**src/rtl/sf_pkg.sv**
```systemverilog
package sf_pkg;
  typedef enum logic [2:0] {OP_NONE, OP_CALL, OP_IRQ, OP_RTS, OP_RTI, OP_RSP} sf_op_e;
  typedef enum logic [2:0] {F_NONE, F_PCL, F_PCH, F_X, F_A, F_CCR} sf_fld_e;

  localparam int unsigned IRQ_PUSHES = 5;

  // number of memory accesses per operation
  function automatic logic [2:0] op_len(sf_op_e op);
    case (op)
      OP_CALL: op_len = 3'd2;
      OP_IRQ:  op_len = 3'd7;
      OP_RTS:  op_len = 3'd2;
      OP_RTI:  op_len = 3'd5;
      default: op_len = 3'd0;
    endcase
  endfunction
endpackage

```
**src/rtl/sf_seq.sv**
```systemverilog
module sf_seq
  import sf_pkg::*;
(
  input  logic    clk_i,
  input  logic    rst_ni,
  input  logic    call_i,
  input  logic    irq_i,
  input  logic    rts_i,
  input  logic    rti_i,
  input  logic    rsp_i,
  output sf_op_e  op_o,
  output logic    accept_o,
  output logic    rsp_o,
  output logic    busy_o,
  output logic    done_o,
  output logic    push_o,
  output logic    pull_o,
  output logic    vec_rd_o,
  output logic    vec_lo_o,
  output sf_fld_e fld_o
);
  sf_op_e     op_q, op_sel;
  logic [2:0] step_q, len;
  logic       active;

  // fixed selection order, highest first
  always_comb begin
    if      (irq_i)  op_sel = OP_IRQ;
    else if (call_i) op_sel = OP_CALL;
    else if (rti_i)  op_sel = OP_RTI;
    else if (rts_i)  op_sel = OP_RTS;
    else if (rsp_i)  op_sel = OP_RSP;
    else             op_sel = OP_NONE;
  end

  assign len      = op_len(op_q);
  assign busy_o   = (op_q != OP_NONE);
  assign accept_o = !busy_o && (op_sel != OP_NONE);
  assign rsp_o    = accept_o && (op_sel == OP_RSP);
  assign done_o   = busy_o && (step_q == len);
  assign active   = busy_o && (step_q < len);
  assign op_o     = op_q;

  always_ff @(posedge clk_i or negedge rst_ni) begin
    if (!rst_ni) begin
      op_q   <= OP_NONE;
      step_q <= '0;
    end else if (accept_o) begin
      op_q   <= op_sel;
      step_q <= '0;
    end else if (busy_o) begin
      if (step_q == len) begin
        op_q   <= OP_NONE;
        step_q <= '0;
      end else begin
        step_q <= step_q + 3'd1;
      end
    end
  end

  assign push_o   = active && ((op_q == OP_CALL) ||
                               ((op_q == OP_IRQ) && (step_q < 3'(IRQ_PUSHES))));
  assign pull_o   = active && ((op_q == OP_RTS) || (op_q == OP_RTI));
  assign vec_rd_o = active && (op_q == OP_IRQ) && (step_q >= 3'(IRQ_PUSHES));
  assign vec_lo_o = (step_q == 3'(IRQ_PUSHES + 1));

  always_comb begin
    fld_o = F_NONE;
    if (active) begin
      case (op_q)
        OP_CALL: fld_o = (step_q == 3'd0) ? F_PCL : F_PCH;
        OP_IRQ: begin
          case (step_q)
            3'd0:    fld_o = F_PCL;
            3'd1:    fld_o = F_PCH;
            3'd2:    fld_o = F_X;
            3'd3:    fld_o = F_A;
            3'd4:    fld_o = F_CCR;
            3'd5:    fld_o = F_PCH;
            default: fld_o = F_PCL;
          endcase
        end
        OP_RTS: fld_o = (step_q == 3'd0) ? F_PCH : F_PCL;
        OP_RTI: begin
          case (step_q)
            3'd0:    fld_o = F_CCR;
            3'd1:    fld_o = F_A;
            3'd2:    fld_o = F_X;
            3'd3:    fld_o = F_PCH;
            default: fld_o = F_PCL;
          endcase
        end
        default: fld_o = F_NONE;
      endcase
    end
  end

  p_done_gap_r10: assert property (@(posedge clk_i) disable iff (!rst_ni)
    done_o |=> !done_o);
  p_ignore_busy_r11: assert property (@(posedge clk_i) disable iff (!rst_ni)
    (busy_o && !done_o) |=> (op_q == $past(op_q)));
  p_one_dir_r10: assert property (@(posedge clk_i) disable iff (!rst_ni)
    !(push_o && (pull_o || vec_rd_o)));
endmodule

```
**src/rtl/sf_sp.sv**
```systemverilog
module sf_sp #(
  parameter int unsigned SP_W   = 6,
  parameter logic [15:0] SP_TOP = 16'h00FF
) (
  input  logic        clk_i,
  input  logic        rst_ni,
  input  logic        rsp_i,
  input  logic        push_i,
  input  logic        pull_i,
  output logic [15:0] sp_o,
  output logic [15:0] pull_addr_o
);
  localparam logic [15-SP_W:0] FIX_BITS = SP_TOP[15:SP_W];
  localparam logic [SP_W-1:0]  PTR_RST  = SP_TOP[SP_W-1:0];

  logic [SP_W-1:0] ptr_q, ptr_inc;

  assign ptr_inc     = ptr_q + 1'b1;
  assign sp_o        = {FIX_BITS, ptr_q};
  assign pull_addr_o = {FIX_BITS, ptr_inc};

  // wrap at the window edges is the natural overflow of ptr_q
  always_ff @(posedge clk_i or negedge rst_ni) begin
    if (!rst_ni)     ptr_q <= PTR_RST;
    else if (rsp_i)  ptr_q <= PTR_RST;
    else if (push_i) ptr_q <= ptr_q - 1'b1;
    else if (pull_i) ptr_q <= ptr_inc;
  end

  p_push_dec_r3: assert property (@(posedge clk_i) disable iff (!rst_ni)
    push_i |=> (ptr_q == $past(ptr_q) - 1'b1));
  p_pull_inc_r4: assert property (@(posedge clk_i) disable iff (!rst_ni)
    pull_i |=> (ptr_q == $past(ptr_q) + 1'b1));
  p_rsp_top_r9: assert property (@(posedge clk_i) disable iff (!rst_ni)
    rsp_i |=> (ptr_q == PTR_RST));
  p_hold_r3: assert property (@(posedge clk_i) disable iff (!rst_ni)
    (!rsp_i && !push_i && !pull_i) |=> $stable(ptr_q));
endmodule

```
**src/rtl/sf_regs.sv**
```systemverilog
module sf_regs
  import sf_pkg::*;
#(
  parameter int unsigned I_BIT = 3
) (
  input  logic        clk_i,
  input  logic        rst_ni,
  input  logic        accept_i,
  input  logic [15:0] pc_i,
  input  logic [7:0]  x_i,
  input  logic [7:0]  a_i,
  input  logic [7:0]  ccr_i,
  input  logic [15:0] vec_addr_i,
  input  sf_fld_e     fld_i,
  input  logic        push_i,
  input  logic        load_i,
  input  logic        vec_lo_i,
  input  logic [7:0]  rdata_i,
  output logic [7:0]  wdata_o,
  output logic [15:0] vec_addr_o,
  output logic [15:0] pc_o,
  output logic [7:0]  x_o,
  output logic [7:0]  a_o,
  output logic [7:0]  ccr_o
);
  localparam logic [7:0] I_MASK = 8'(1 << I_BIT);

  logic [15:0] snap_pc, snap_vec;
  logic [7:0]  snap_x, snap_a, snap_ccr;

  always_ff @(posedge clk_i or negedge rst_ni) begin
    if (!rst_ni) begin
      snap_pc  <= '0;
      snap_vec <= '0;
      snap_x   <= '0;
      snap_a   <= '0;
      snap_ccr <= '0;
    end else if (accept_i) begin
      snap_pc  <= pc_i;
      snap_vec <= vec_addr_i;
      snap_x   <= x_i;
      snap_a   <= a_i;
      snap_ccr <= ccr_i;
    end
  end

  always_comb begin
    case (fld_i)
      F_PCL:   wdata_o = snap_pc[7:0];
      F_PCH:   wdata_o = snap_pc[15:8];
      F_X:     wdata_o = snap_x;
      F_A:     wdata_o = snap_a;
      F_CCR:   wdata_o = snap_ccr;
      default: wdata_o = '0;
    endcase
  end

  assign vec_addr_o = snap_vec + {15'd0, vec_lo_i};

  always_ff @(posedge clk_i or negedge rst_ni) begin
    if (!rst_ni) begin
      pc_o  <= '0;
      x_o   <= '0;
      a_o   <= '0;
      ccr_o <= '0;
    end else if (load_i) begin
      case (fld_i)
        F_PCL:   pc_o[7:0]  <= rdata_i;
        F_PCH:   pc_o[15:8] <= rdata_i;
        F_X:     x_o        <= rdata_i;
        F_A:     a_o        <= rdata_i;
        F_CCR:   ccr_o      <= rdata_i;
        default: ;
      endcase
    end else if (push_i && (fld_i == F_CCR)) begin
      // only interrupt entry pushes the flag byte
      ccr_o <= snap_ccr | I_MASK;
    end
  end

  p_snap_hold_r11: assert property (@(posedge clk_i) disable iff (!rst_ni)
    !accept_i |=> $stable(snap_pc) && $stable(snap_ccr));
endmodule

```
**src/rtl/stack_frame_unit.sv**
```systemverilog
module stack_frame_unit
  import sf_pkg::*;
#(
  parameter int unsigned SP_W   = 6,
  parameter logic [15:0] SP_TOP = 16'h00FF,
  parameter int unsigned I_BIT  = 3
) (
  input  logic        clk_i,
  input  logic        rst_ni,
  input  logic        call_i,
  input  logic        irq_i,
  input  logic        rts_i,
  input  logic        rti_i,
  input  logic        rsp_i,
  input  logic [15:0] pc_i,
  input  logic [7:0]  x_i,
  input  logic [7:0]  a_i,
  input  logic [7:0]  ccr_i,
  input  logic [15:0] vec_addr_i,
  output logic [15:0] mem_addr_o,
  output logic        mem_we_o,
  output logic        mem_re_o,
  output logic [7:0]  mem_wdata_o,
  input  logic [7:0]  mem_rdata_i,
  output logic [15:0] pc_o,
  output logic [7:0]  x_o,
  output logic [7:0]  a_o,
  output logic [7:0]  ccr_o,
  output logic [15:0] sp_o,
  output logic        busy_o,
  output logic        done_o
);
  sf_op_e      op;
  sf_fld_e     fld;
  logic        accept, rsp_go, push, pull, vec_rd, vec_lo;
  logic [15:0] pull_addr, vec_addr;

  sf_seq u_seq (
    .clk_i    (clk_i),
    .rst_ni   (rst_ni),
    .call_i   (call_i),
    .irq_i    (irq_i),
    .rts_i    (rts_i),
    .rti_i    (rti_i),
    .rsp_i    (rsp_i),
    .op_o     (op),
    .accept_o (accept),
    .rsp_o    (rsp_go),
    .busy_o   (busy_o),
    .done_o   (done_o),
    .push_o   (push),
    .pull_o   (pull),
    .vec_rd_o (vec_rd),
    .vec_lo_o (vec_lo),
    .fld_o    (fld)
  );

  sf_sp #(.SP_W(SP_W), .SP_TOP(SP_TOP)) u_sp (
    .clk_i       (clk_i),
    .rst_ni      (rst_ni),
    .rsp_i       (rsp_go),
    .push_i      (push),
    .pull_i      (pull),
    .sp_o        (sp_o),
    .pull_addr_o (pull_addr)
  );

  sf_regs #(.I_BIT(I_BIT)) u_regs (
    .clk_i      (clk_i),
    .rst_ni     (rst_ni),
    .accept_i   (accept),
    .pc_i       (pc_i),
    .x_i        (x_i),
    .a_i        (a_i),
    .ccr_i      (ccr_i),
    .vec_addr_i (vec_addr_i),
    .fld_i      (fld),
    .push_i     (push),
    .load_i     (pull || vec_rd),
    .vec_lo_i   (vec_lo),
    .rdata_i    (mem_rdata_i),
    .wdata_o    (mem_wdata_o),
    .vec_addr_o (vec_addr),
    .pc_o       (pc_o),
    .x_o        (x_o),
    .a_o        (a_o),
    .ccr_o      (ccr_o)
  );

  always_comb begin
    if (push)      mem_addr_o = sp_o;
    else if (pull) mem_addr_o = pull_addr;
    else           mem_addr_o = vec_addr;
  end
  assign mem_we_o = push;
  assign mem_re_o = pull || vec_rd;

  p_stack_window_r2: assert property (@(posedge clk_i) disable iff (!rst_ni)
    (mem_we_o || pull) |-> (mem_addr_o[15:SP_W] == SP_TOP[15:SP_W]));
  p_irq_mask_r6: assert property (@(posedge clk_i) disable iff (!rst_ni)
    (done_o && (op == OP_IRQ)) |-> ccr_o[I_BIT]);
  p_idle_quiet_r10: assert property (@(posedge clk_i) disable iff (!rst_ni)
    !busy_o |-> (!mem_we_o && !mem_re_o));
  p_rsp_silent_r9: assert property (@(posedge clk_i) disable iff (!rst_ni)
    (op == OP_RSP) |-> (!mem_we_o && !mem_re_o));
endmodule

```
**config.mk**
```make
export PLATFORM = sky130hd
export DESIGN_NAME = stack_frame_unit
export DESIGN_NICKNAME = d
export VERILOG_FILES = /design/src/rtl/sf_pkg.sv /design/src/rtl/sf_seq.sv /design/src/rtl/sf_sp.sv /design/src/rtl/sf_regs.sv /design/src/rtl/stack_frame_unit.sv
export SDC_FILE = /design/constraint.sdc
export NUM_CORES = 1
export LEC_CHECK = 0
export CORE_MARGIN = 2
export CORE_UTILIZATION = 25
export CTS_CLUSTER_DIAMETER = 60
export DETAILED_ROUTE_END_ITERATION = 6
export GPL_TIMING_DRIVEN = 0
export PLACE_DENSITY = 0.47
export SYNTH_ARGS = -nofsm -noshare
export SYNTH_HDL_FRONTEND = slang
export SYNTH_SLANG_ARGS = --single-unit
```
**constraint.sdc**
```tcl
create_clock -name clk_i -period 6.5 [get_ports clk_i]
set_input_delay 1.3 -clock clk_i [delete_from_list [all_inputs] [get_ports clk_i]]
set_output_delay 1.3 -clock clk_i [all_outputs]
set_load 0.005 [all_outputs]
```
======== After elaboration in Yosys (flattened, before gate mapping) ========
Cells that the tools add are included.
operators by class
  $add $sub $neg .......................... 4
  multipliers ............................. 0
  divide/modulo/power cells ............... 0
  $lt $le $gt $ge ......................... 3
  equality and inequality tests ........... 18
  shift-type cells ........................ 0
  multiplexer cells ....................... 27
  bitwise logic cells ..................... 0
  reductions and logical operators ........ 29
operator list
  operator             count
  $pmux 8 s5           1
  $mux 3               12
  $pmux 3 s4           3
  $mux 16              2
  $mux 8               3
  $eq 3x3->1 const B   7
  $eq 3x2->1 const B   6
  $mux 6               3
  $add 16x1->16        1
  $reduce_and 2->1     6
  $logic_and 1x1->1    10
  $eq 3x1->1 const B   3
  $pmux 3 s3           1
  $reduce_bool 3->1    3
  $add 6x1->6 const B  1
  $reduce_bool 2->1    3
  $sub 6x1->6 const B  1
  $mux 2               2
  $reduce_or 2->1      2
  $add 3x1->3 const B  1
  $eq 3x3->1           1
  $ge 3x3->1 const B   1
  $logic_not 3->1      1
  $logic_or 1x1->1     3
  other kinds (4)      4
storage, ports and cells
  register bits after elaboration ......... 108
  bits in latches ......................... 0
  RAM bits ................................ 0
  ROM bits ................................ 0
  logic and storage cells ................. 94
  memories kept ........................... 0

======== Logic depth before layout (Yosys ltp) ========
  depth after elaboration ................. 10
  gate-level depth with buffers ........... 13

======== Hierarchy ========
A second synthesis with hierarchy kept.
second synthesis, totals
  cell total of the unflattened synthesis .. 528
  area total of the unflattened synthesis .. 6,038.3 um^2
modules (own cells, without submodules)
  module            times used  cells each  area each (um^2)  seq. area each (um^2)
  sf_regs           1           304         4,295.4           2,402.3
  sf_seq            1           97          762.0             150.1
  sf_sp             1           73          630.6             157.7
  stack_frame_unit  1           54          350.3             0.0

======== Worst setup path after synthesis ========
Ideal clock, no wire load.
  path kind ............................... flip-flop to output port
  start ................................... register u_seq.op_q[2] (netlist: u_seq.op_o[2])
  end ..................................... output mem_addr_o[1]
  data arrival time ....................... 2,576 ps
  data required time ...................... 5,200 ps
  setup slack ............................. 2,624 ps
  cell stages (with the launch flop) ...... 11
  cell sequence ........................... dfrtp_1 buf_4 or2b_1 a21o_1 ha_1 o21a_1 or4_1 clkbuf_1 inv_2 nor2_1 a221o_1
RTL lines
  element                                          line                       text
  start: declaration                               sf_seq.sv:22               sf_op_e op_q, op_sel;
  start signal: assignment                         sf_seq.sv:49               op_q <= op_sel;
  $eq 3x2->1 / $eq 3x1->1 (equally long branches)  sf_pkg.sv:9, sf_seq.sv:61
  $reduce_or 2->1 (no line)                        n/a
  $pmux 3 s3                                       sf_pkg.sv:9                case (op)
  $lt 3x3->1                                       sf_seq.sv:41               assign active = busy_o && (step_q < len);
  $logic_and 1x1->1                                sf_seq.sv:41
  $logic_and 1x1->1 (*)                            sf_seq.sv:61               assign push_o = active && ((op_q == OP_CALL) ||
  named net mem_we_o                               stack_frame_unit.sv:21     output logic mem_we_o,
  $mux 16 (*)                                      stack_frame_unit.sv:91     if (push) mem_addr_o = sp_o;
  end: declaration                                 stack_frame_unit.sv:20     output logic [15:0] mem_addr_o,
The timed path passes the listed nets; every way through them passes the cells marked *.

======== Worst setup path in the final report ========
  start ................................... register u_seq.step_q[2]
  end ..................................... output mem_wdata_o[0]
between the ends
  cells in the longest elaborated chain, start to end .. 7
RTL lines
  element                                          line                        text
  start: declaration                               sf_seq.sv:23                logic [2:0] step_q, len;
  start signal: assignment                         sf_seq.sv:56                step_q <= step_q + 3'd1;
  $eq 3x3->1 / $eq 3x1->1 (equally long branches)  sf_seq.sv:73, sf_seq.sv:85
  $reduce_or 2->1 (no line)                        n/a
  $pmux 3 s4                                       sf_seq.sv:73                case (step_q)
  $pmux 3 s4                                       sf_seq.sv:70                case (op_q)
  $mux 3 (*)                                       sf_seq.sv:69                if (active) begin
  $eq 3x3->1, or another cell as far along         sf_regs.sv:48               case (fld_i)
  $pmux 8 s5 (*)                                   sf_regs.sv:48
  end: declaration                                 stack_frame_unit.sv:23      output logic [7:0] mem_wdata_o,
Mark *: on every way between the ends. The rest lies on a longest branch, timed or not.

==> results.sh <==
export IMPL_status="finished clean"
export IMPL_seqCellArea_um2=2710
export IMPL_p_leak_uw=0.00326
export IMPL_syn_to_final_growth_pct=38.1
export IMPL_grt_pass1_vias=4438
export IMPL_yosysSeqAreaShare_pct=48.0
export IMPL_maxCapViolations=0
export IMPL_synth_seq_cells=108
export IMPL_avgSynthCellArea_um2=11.7
export IMPL_ant_nets=0
export IMPL_cts_buffers=9
export IMPL_fillers=2274
export IMPL_die_area_um2=23800
export IMPL_cts_tree="built"
export IMPL_die_w_um=154
export IMPL_placed_cell_area_um2=7500
export IMPL_drt_iter0_drc=217
export IMPL_finalSetupTns_ps=0
export IMPL_end_kind="output pin"
export IMPL_synth_edf_count=0
export IMPL_clk_pin_slew_ps=80
export IMPL_yosysTopAreaCell="dfrtp_1"
export IMPL_max_slew_worst_pin_slew_ps=800
export IMPL_coreArea_um2=22400
export IMPL_postSynthCellCount=484
export IMPL_pin_count=155
export IMPL_criticalPathCategory="reg2out"
export IMPL_placed_cells=922
export IMPL_yosys_top_cells_count="102 x dfrtp_1, 94 x mux2_2, 29 x nor2_1"
export IMPL_grt_max_degree=59
export IMPL_postCtsHoldBufs=0
export IMPL_via_per_inst=4.63
export IMPL_place_congestion=0.816
export IMPL_worstPathArrival_ps=3930
export IMPL_peakVddDrop_mv=0.210
export IMPL_post_cts_buffers=0
export IMPL_multi_input_area_um2=2730
export IMPL_clock_sink_count=108
export IMPL_start_util_pct=25.2
export IMPL_synth_warnings=0
export IMPL_netlist_area_um2=5650
export IMPL_layoutNonFillerInstCount=938
export IMPL_grt_pass1_wl_um=25300
export IMPL_dieHeight_um=154
export IMPL_clock_latency_ps=360
export IMPL_fmax_ghz=0.191
export IMPL_antennaDiodeCount=0
export IMPL_cts_resized=0
export IMPL_num_vias=4347
export IMPL_io_buffers=144
export IMPL_dp_hpwl_um=12400
export IMPL_final_max_slew_viol_count=0
export IMPL_totalWireLength_um=16200
export IMPL_synth_area_top_cells="dfrtp_1 45%, mux2_2 19%, ha_1 2.9%"
export IMPL_design_area_um2=7800
export IMPL_rsz0062_at_grt="no"
export IMPL_fin_total_pwr_uw=4200
export IMPL_finalHoldViolations=0
export IMPL_finClkSkew_ps=12.7
export IMPL_antenna_found_initial=0
export IMPL_synth_cell_type_count=60
export IMPL_setup_viol=0
export IMPL_dr_pass1_iters=4
export IMPL_crit_path_start_kind="flip-flop"
export IMPL_yosysMostFrequentCell="dfrtp_1"
export IMPL_synthArstFlopShare_pct=100
export IMPL_synth_top_area_share_pct=45.2
export IMPL_cts_max_level=3
export IMPL_rows=55
export IMPL_fin_nets=732
export IMPL_cts_root_buf="clkbuf_16"
export IMPL_grt_remaining_overflow=0
export IMPL_clock_path_buffers=2
export IMPL_power_density_nw_per_um2=538
export IMPL_grtUsageTotal_pct=13.6
export IMPL_slew_headroom_pct=46.5
export IMPL_fin_crit_ps=5230
export IMPL_cp_max_fo=10
export IMPL_wl_per_cell_um=17.2
export IMPL_crit_required_ps=5200
export IMPL_period_share_pct=80.4
export IMPL_min_path_type="reg2reg"
export IMPL_drc=0
export IMPL_synthFlopType="dfrtp_1"
export IMPL_drive_gt1_share_pct=22.5
==> final timing paths <==
kind,start,to,slack [ps],cells after the start
worst max-delay path,u_seq.step_q[2]$_DFFE_PN0P_,mem_wdata_o[0],1270,11
worst min-delay path,u_regs.pc_o[2]$_DFFE_PN0P_,u_regs.pc_o[2]$_DFFE_PN0P_,510,1
worst max register to register,u_seq.op_o[2]$_DFFE_PN0P_,u_regs.x_o[1]$_DFFE_PN0P_,2920,9
worst min register to register,u_regs.pc_o[2]$_DFFE_PN0P_,u_regs.pc_o[2]$_DFFE_PN0P_,510,1
max in group asynchronous,rst_ni,u_sp.ptr_q[5]$_DFFE_PN1P_,4730,2
min in group asynchronous,rst_ni,u_regs.pc_o[3]$_DFFE_PN0P_,970,1
==> flip-flops by register name, indices dropped and copies added (netlist names) <==
signal and count:
u_regs.ccr_o 8, u_sp.ptr_q 6, u_regs.a_o 8, u_regs.snap_vec 16
u_seq.step_q 3, u_regs.snap_ccr 8, u_regs.x_o 8, u_regs.snap_x 8
u_regs.snap_a 8, u_regs.pc_o 16, u_seq.op_o 3, u_regs.snap_pc 16
==> report_power, final <==
group	total, uW	switching [uW]	internal (uW)
clock	555	277	278
sequential	1260	240	1020
combinational	2390	1040	1350
total	4200	1560	2640
==> kinds of logic (layout without fill, tap and decap cells) <==
logic type                 after synthesis  after routing  synth area share (%)
AOI/OAI and AO/OA                       65             65                  8.21
adders and majority gates               13             13                  2.88
other                                    2             10                 0.133
DFF                                    108            108                  48.0
xor gates and xnor gates                17             17                  2.63
buffers and inverters                   47            208                  4.29
muxes                                  117            117                  23.5
and+or+nand+nor                        115            115                  10.4
==> worst max-delay path, cell delays in order (launching register included) <==
cell	delay, ps
dfrtp_1	460
clkbuf_1	350
inv_1	80
ha_1	230
inv_1	80
a21oi_1	60
nor3b_1	520
nand3_1	410
nor2_1	300
buf_2	320
a221o_1	210
clkdlybuf4s50_1	540
==> routing by layer <==
metal,vias to the layer above,GRT usage [%],wire length (um)
li1,2047,-,-
met1,2163,17.7,7330
met2,115,22.5,7800
met3,22,3.17,703
met4,0,4.32,321
met5,-,0,0
==> placed cells by master, fill, tap and decap left out, types with 6 or more instances in the layout <==
cell type / synthesis / routed
clkdlybuf4s50_1: 0 / 143
clkbuf_1: 16 / 16
clkbuf_16: 0 / 9
ha_1: 13 / 13
mux2_4: 8 / 8
buf_4: 11 / 12
a21oi_1: 8 / 8
nand3_1: 10 / 10
o21ai_0: 14 / 14
nor3_1: 12 / 12
xor2_1: 12 / 12
dfrtp_1: 102 / 102
nor2_1: 29 / 29
mux2_2: 94 / 94
a22oi_1: 6 / 6
mux2i_1: 15 / 15
inv_1: 14 / 14
conb_1: 2 / 10
dfstp_2: 6 / 6
nand2_1: 23 / 23
==> stage by stage <==
| stage | hold WS [ps] | utilization, % | worst slack (ps) |
|---|---|---|---|
| 3_5_place_dp | 493 | 33.5 | 1640 |
| 4_1_cts | 512 | 34.8 | 1230 |
| 2_1_floorplan | 479 | - | 2620 |
| 5_1_grt | 521 | 34.8 | 826 |
| 3_3_place_gp | 488 | 33.3 | -180 |
| 6_report | 506 | 34.8 | 1270 |
==> final cells by class <==
type	count	share of cell area (%)
Tap cell	285	4.57
Sequential cell	108	34.7
Timing Repair Buffer	145	18.8
Clock inverter	6	0.754
Clock buffer	10	3.06
Buffer	32	2.39
Multi-Input combinational cell	337	35.0
Inverter	15	0.722
No activity file was read; power rests on OpenSTA's default activity.
